`config.mk`:
```
export PLATFORM = sky130hd
export DESIGN_NAME = seg_xlate
export DESIGN_NICKNAME = d
export VERILOG_FILES = /design/src/rtl/seg_xlate.sv
export SDC_FILE = /design/constraint.sdc
export NUM_CORES = 1
export LEC_CHECK = 0
export BUFFER_PORTS_ARGS = -buffer_cell sky130_fd_sc_hd__buf_2
export CELL_PAD_IN_SITES_DETAIL_PLACEMENT = 2
export CELL_PAD_IN_SITES_GLOBAL_PLACEMENT = 2
export CORE_UTILIZATION = 40
export CTS_CLUSTER_SIZE = 12
export DETAILED_ROUTE_END_ITERATION = 8
export GPL_ROUTABILITY_DRIVEN = 0
export PLACE_DENSITY_LB_ADDON = 0.1
export SKIP_LAST_GASP = 1
export SYNTH_ARGS = -nofsm -noshare
export SYNTH_HDL_FRONTEND = slang
export SYNTH_SLANG_ARGS = --single-unit
```
`constraint.sdc`:
```
create_clock -name clk -period 7.5 [get_ports clk]
set_input_delay 0.75 -clock clk [delete_from_list [all_inputs] [get_ports clk]]
set_output_delay 0.75 -clock clk [all_outputs]
set_load 0.05 [all_outputs]
```
`src/rtl/seg_xlate.sv`:
```
module seg_xlate #(
  parameter int SEG_BITS = 2,
  parameter int OFF_BITS = 14,
  parameter int PA_BITS  = 20
) (
  input  logic                clk,
  input  logic                rst_n,
  input  logic                req_valid,
  input  logic [SEG_BITS+OFF_BITS-1:0] req_vaddr,
  input  logic [1:0]          req_kind,
  input  logic                kernel_mode,
  input  logic                cfg_we,
  input  logic [SEG_BITS-1:0] cfg_sel,
  input  logic [PA_BITS-1:0]  cfg_base,
  input  logic [OFF_BITS:0]   cfg_bound,
  input  logic                cfg_valid,
  input  logic [2:0]          cfg_perm,
  output logic                rsp_valid,
  output logic                rsp_fault,
  output logic [1:0]          rsp_cause,
  output logic [PA_BITS-1:0]  rsp_paddr,
  output logic                priv_err
);
  localparam int VA_BITS = SEG_BITS + OFF_BITS;
  localparam int NSEG    = 1 << SEG_BITS;
  localparam logic [1:0] C_NONE = 2'd0, C_INVALID = 2'd1, C_BOUNDS = 2'd2, C_PROT = 2'd3;

  logic [PA_BITS-1:0]  base_q  [NSEG];
  logic [OFF_BITS:0]   bound_q [NSEG];
  logic [2:0]          perm_q  [NSEG];
  logic [NSEG-1:0]     valid_q;

  always_ff @(posedge clk) begin
    if (!rst_n) begin
      valid_q  <= '0;
      priv_err <= 1'b0;
      for (int i = 0; i < NSEG; i++) begin
        base_q[i]  <= '0;
        bound_q[i] <= '0;
        perm_q[i]  <= '0;
      end
    end else if (cfg_we) begin
      if (kernel_mode) begin
        base_q[cfg_sel]  <= cfg_base;
        bound_q[cfg_sel] <= cfg_bound;
        perm_q[cfg_sel]  <= cfg_perm;
        valid_q[cfg_sel] <= cfg_valid;
      end else begin
        priv_err <= 1'b1;
      end
    end
  end

  wire [SEG_BITS-1:0] seg = req_vaddr[VA_BITS-1:OFF_BITS];
  wire [OFF_BITS-1:0] off = req_vaddr[OFF_BITS-1:0];
  wire                over = {1'b0, off} >= bound_q[seg];
  wire [PA_BITS-1:0]  sum  = base_q[seg] + PA_BITS'(off);

  logic       kind_ok;
  logic [1:0] cause_d;

  always_comb begin
    case (req_kind)
      2'd0:    kind_ok = perm_q[seg][0];
      2'd1:    kind_ok = perm_q[seg][1];
      2'd2:    kind_ok = perm_q[seg][2];
      default: kind_ok = 1'b0;
    endcase
    if (!valid_q[seg])  cause_d = C_INVALID;
    else if (over)      cause_d = C_BOUNDS;
    else if (!kind_ok)  cause_d = C_PROT;
    else                cause_d = C_NONE;
  end

  always_ff @(posedge clk) begin
    if (!rst_n || !req_valid) begin
      rsp_valid <= 1'b0;
      rsp_fault <= 1'b0;
      rsp_cause <= C_NONE;
      rsp_paddr <= '0;
    end else begin
      rsp_valid <= 1'b1;
      rsp_fault <= cause_d != C_NONE;
      rsp_cause <= cause_d;
      rsp_paddr <= (cause_d == C_NONE) ? sum : '0;
    end
  end

  AST_IDLE_NO_RSP: assert property (@(posedge clk) disable iff (!rst_n)
    !req_valid |=> !rsp_valid);
  AST_FAULT_NO_ADDR: assert property (@(posedge clk) disable iff (!rst_n)
    rsp_fault |-> rsp_paddr == '0);
  AST_CAUSE_MATCHES_FAULT: assert property (@(posedge clk) disable iff (!rst_n)
    rsp_valid |-> (rsp_fault == (rsp_cause != C_NONE)));
  AST_UNUSED_SEG_TRAPS: assert property (@(posedge clk) disable iff (!rst_n)
    (req_valid && !valid_q[seg]) |=> (rsp_fault && rsp_cause == C_INVALID));
  AST_USER_WRITE_FLAGS: assert property (@(posedge clk) disable iff (!rst_n)
    (cfg_we && !kernel_mode) |=> priv_err);
  AST_PRIV_STICKY: assert property (@(posedge clk) disable iff (!rst_n)
    priv_err |=> priv_err);
  AST_USER_WRITE_NO_EFFECT: assert property (@(posedge clk) disable iff (!rst_n)
    (cfg_we && !kernel_mode) |=> $stable(valid_q));
  AST_KERNEL_WRITE_TAKES: assert property (@(posedge clk) disable iff (!rst_n)
    (cfg_we && kernel_mode) |=> valid_q[$past(cfg_sel)] == $past(cfg_valid));
endmodule

```
==> run summary <==
Post_cts resized: 0
Maximum fanout along the worst path: 23
Yosys Warn Count: 0
Power per cell area: 246 mW/mm²
HP Class: reg2reg
CTS Hold Buffers Added: 0
Total GRT Usage: 23.1%
Fin. Hold Viols: 0
DR pass1 iterations: 4
Cells after synthesis: 624
CTS tree: built
Max Slew Vio Count: 0
Starting density of the core: 41.3%
Worst EP required: 7850 ps
Fin cells: 998
Final period util: 54.9%
Synth Flop Type: edfxtp_1
Setup TNS: 0 ps
Run status: finished, final reports clean
Synth area leader: edfxtp_1
Clock skew: 10.2 ps
DRC viols: 0
Setup crit end kind: flip-flop
Worst Hold Launch: priv_err$_SDFFE_PN0P_
Clk_lat worst skew: 430 ps
Synth cell types: 48
# diodes: 0
Fillcell total: 2008
Port buffer count: 88
Final Core Density: 47.9%
Peak VDD IR: 157 µV
Initial antenna violation count: 1
First-pass GRT wire length: 36.4 mm
Layout cells sized above 1: 23.8%
Syn avg cell area: 13.6 µm²
Slew Limit Headroom: 20.8%
Full die area: 0.0217 mm²
Post-Syn Nets: 717
Final nets: 808
Die height: 147 µm
Actual slew at the worst max-slew pin: 1190 ps
Htree depth: 4
Max Cap Viol: 0
Reg clk slew, reported paths: 70 ps
Io pins: 89
CTS Sinks: 181
Core area: 0.0205 mm²
Final wirelength: 23.5 mm
Postcts setup bufs: 0
F_max: 243 MHz
Cell Rows: 52
Placed insts: 966
Total via count in the routed design: 5307
Largest net degree at the start of global routing: 40
Ranking of synthesized cells by area: edfxtp_1 54%, mux4_2 9.3%, and2_1 7.2%, dfxtp_1 6.9%, ha_1 4.1%
Maximum root-to-sink buffer count: 2
ANT nets after route: 0
Sequential fraction of the synthesis area: 60.8%
Async SR Flop Fraction: 0%
Synth top area share: 53.9%
Layout area overhead: 16.0%
Via density: 5.32
Setup CP Type: in2reg
CP arrival: 4480 ps
Grt ovf: 0
RSZ-0062 raised after global routing: false
DP Wirelength: 15.8 mm
Startpoint Class: input port
Worst r2r src: bound_q[1][2]$_SDFFCE_PN0P_
Overall die width: 147 µm
WL/cell: 23.6 µm
CTS Root Cell: clkbuf_16
#FFs+latches synth: 181
Vias in the first global route: 6065
CTS buffer count: 17
Iteration-0 DRC Markers: 289
Post-synth EDFFs: 152
Hold slack: 471 ps
Leak Pwr: 3.88 nW
Synth Cell Area: 0.00846 mm²
Setup-failing EPs final: 0
Crit path from: req_vaddr[14]
Fin crit period: 4120 ps
-- metal layers --
metal / vias to the layer above / GRT usage (%) / share of wire (%)
met3: 11 / 3.77 / 4.1
met5: - / 0 / 0
met1: 2722 / 29.4 / 43
li1: 2452 / - / -
met2: 122 / 41.2 / 52
met4: 0 / 5.21 / 0.78
-- cells in the mapped netlist (2+ instances only) --
cell      instances
edfxtp_1        152
and2_1           97
nor2_1           57
mux4_2           35
inv_1            33
nand2_1          33
dfxtp_1          29
ha_1             28
a21oi_1          25
clkbuf_1         16
nand3_1          13
mux2i_1           9
nor2b_1           8
xnor2_1           8
and3_1            7
o21ai_0           7
buf_2             5
nand4_1           5
nor3_1            5
a21o_1            4
xor2_1            4
nand2b_1          3
nand3b_1          3
o21a_1            3
a211o_1           2
a21boi_0          2
a221oi_1          2
a31oi_1           2
a32o_1            2
buf_6             2
mux4_1            2
nand4b_1          2
nor3b_1           2
o211ai_1          2
o21bai_1          2
-- state kept, by name, indices dropped and copies added, names as in the netlist --
signal and count:
priv_err 1, valid_q 4, bound_q 60, rsp_paddr 20, rsp_fault 1, rsp_valid 1, rsp_cause 2, base_q 80
perm_q 12
-- worst paths after layout --
| check | depth (start not counted) | slack [ps] | end |
|---|---|---|---|
| setup / recovery | 11 | 3380 | rsp_paddr[12]$_SDFF_PP0_ |
| hold / removal | 1 | 470 | priv_err$_SDFFE_PN0P_ |
| setup reg to reg | 9 | 4210 | rsp_paddr[9]$_SDFF_PP0_ |
| hold reg to reg | 1 | 470 | priv_err$_SDFFE_PN0P_ |
-- cell usage in the layout, fill, tap and decap left out, drive strengths merged, types with 4 or more instances in the layout --
master / count
edfxtp: 152
buf: 98
and2: 97
nor2: 57
inv: 41
mux4: 37
nand2: 34
dfxtp: 29
ha: 28
a21oi: 25
clkbuf: 17
nand3: 13
mux2i: 9
nor2b: 8
xnor2: 8
o21ai: 7
and3: 7
nand4: 5
nor3: 5
a21o: 4
xor2: 4
clkinv: 4
-- area by class of cell --
cell class                 count  area, µm²  share of cell area [%]
clock buffer                  17        425                    4.33
clock inverter                15        190                    1.94
inverter                      33        124                    1.26
multi-input combinational    384       3080                    31.4
sequential                   181       5140                    52.4
tap                          270        338                    3.44
timing repair buffer          98        515                    5.25
-- per-stage QoR --
stage	worst slack [ps]	total power, W	instance area (µm²)
finish	3380	0.00242	9820
global route	3100	0.00250	9820
CTS	3330	0.00244	9820
detailed placement	2870	0.00148	9200
global placement	2950	0.00146	9200
floorplan	3530	0.00137	8460
-- power breakdown --
group | switching [W] | internal [W]
combinational | 0.000177 | 0.000118
clock | 0.000420 | 0.000535
sequential | 0.0000180 | 0.00115
-- critical path: stages --
cell and delay [ps]:
buf_2 550, buf_4 540, mux4_2 570, ha_1 220
fa_1 430, a21oi_1 230, o211ai_1 190, and3_1 200
o31a_1 260, or3b_1 360, a21oi_1 140
-- cells by family (layout without fill, tap and decap cells) --
| family | Yosys count | after routing | share of synthesized area [%] |
|---|---|---|---|
| AO/OA/AOI/OAI | 59 | 59 | 4.60 |
| buffers and inverters | 59 | 163 | 3.11 |
| AND/OR/NAND/NOR | 238 | 238 | 14.9 |
| adder cells (fa/ha/maj) | 29 | 29 | 4.38 |
| XOR/XNOR | 12 | 12 | 1.24 |
| multiplexers | 46 | 46 | 11.0 |
| flip-flops | 181 | 181 | 60.8 |
Power figures use the tool's default switching activity.
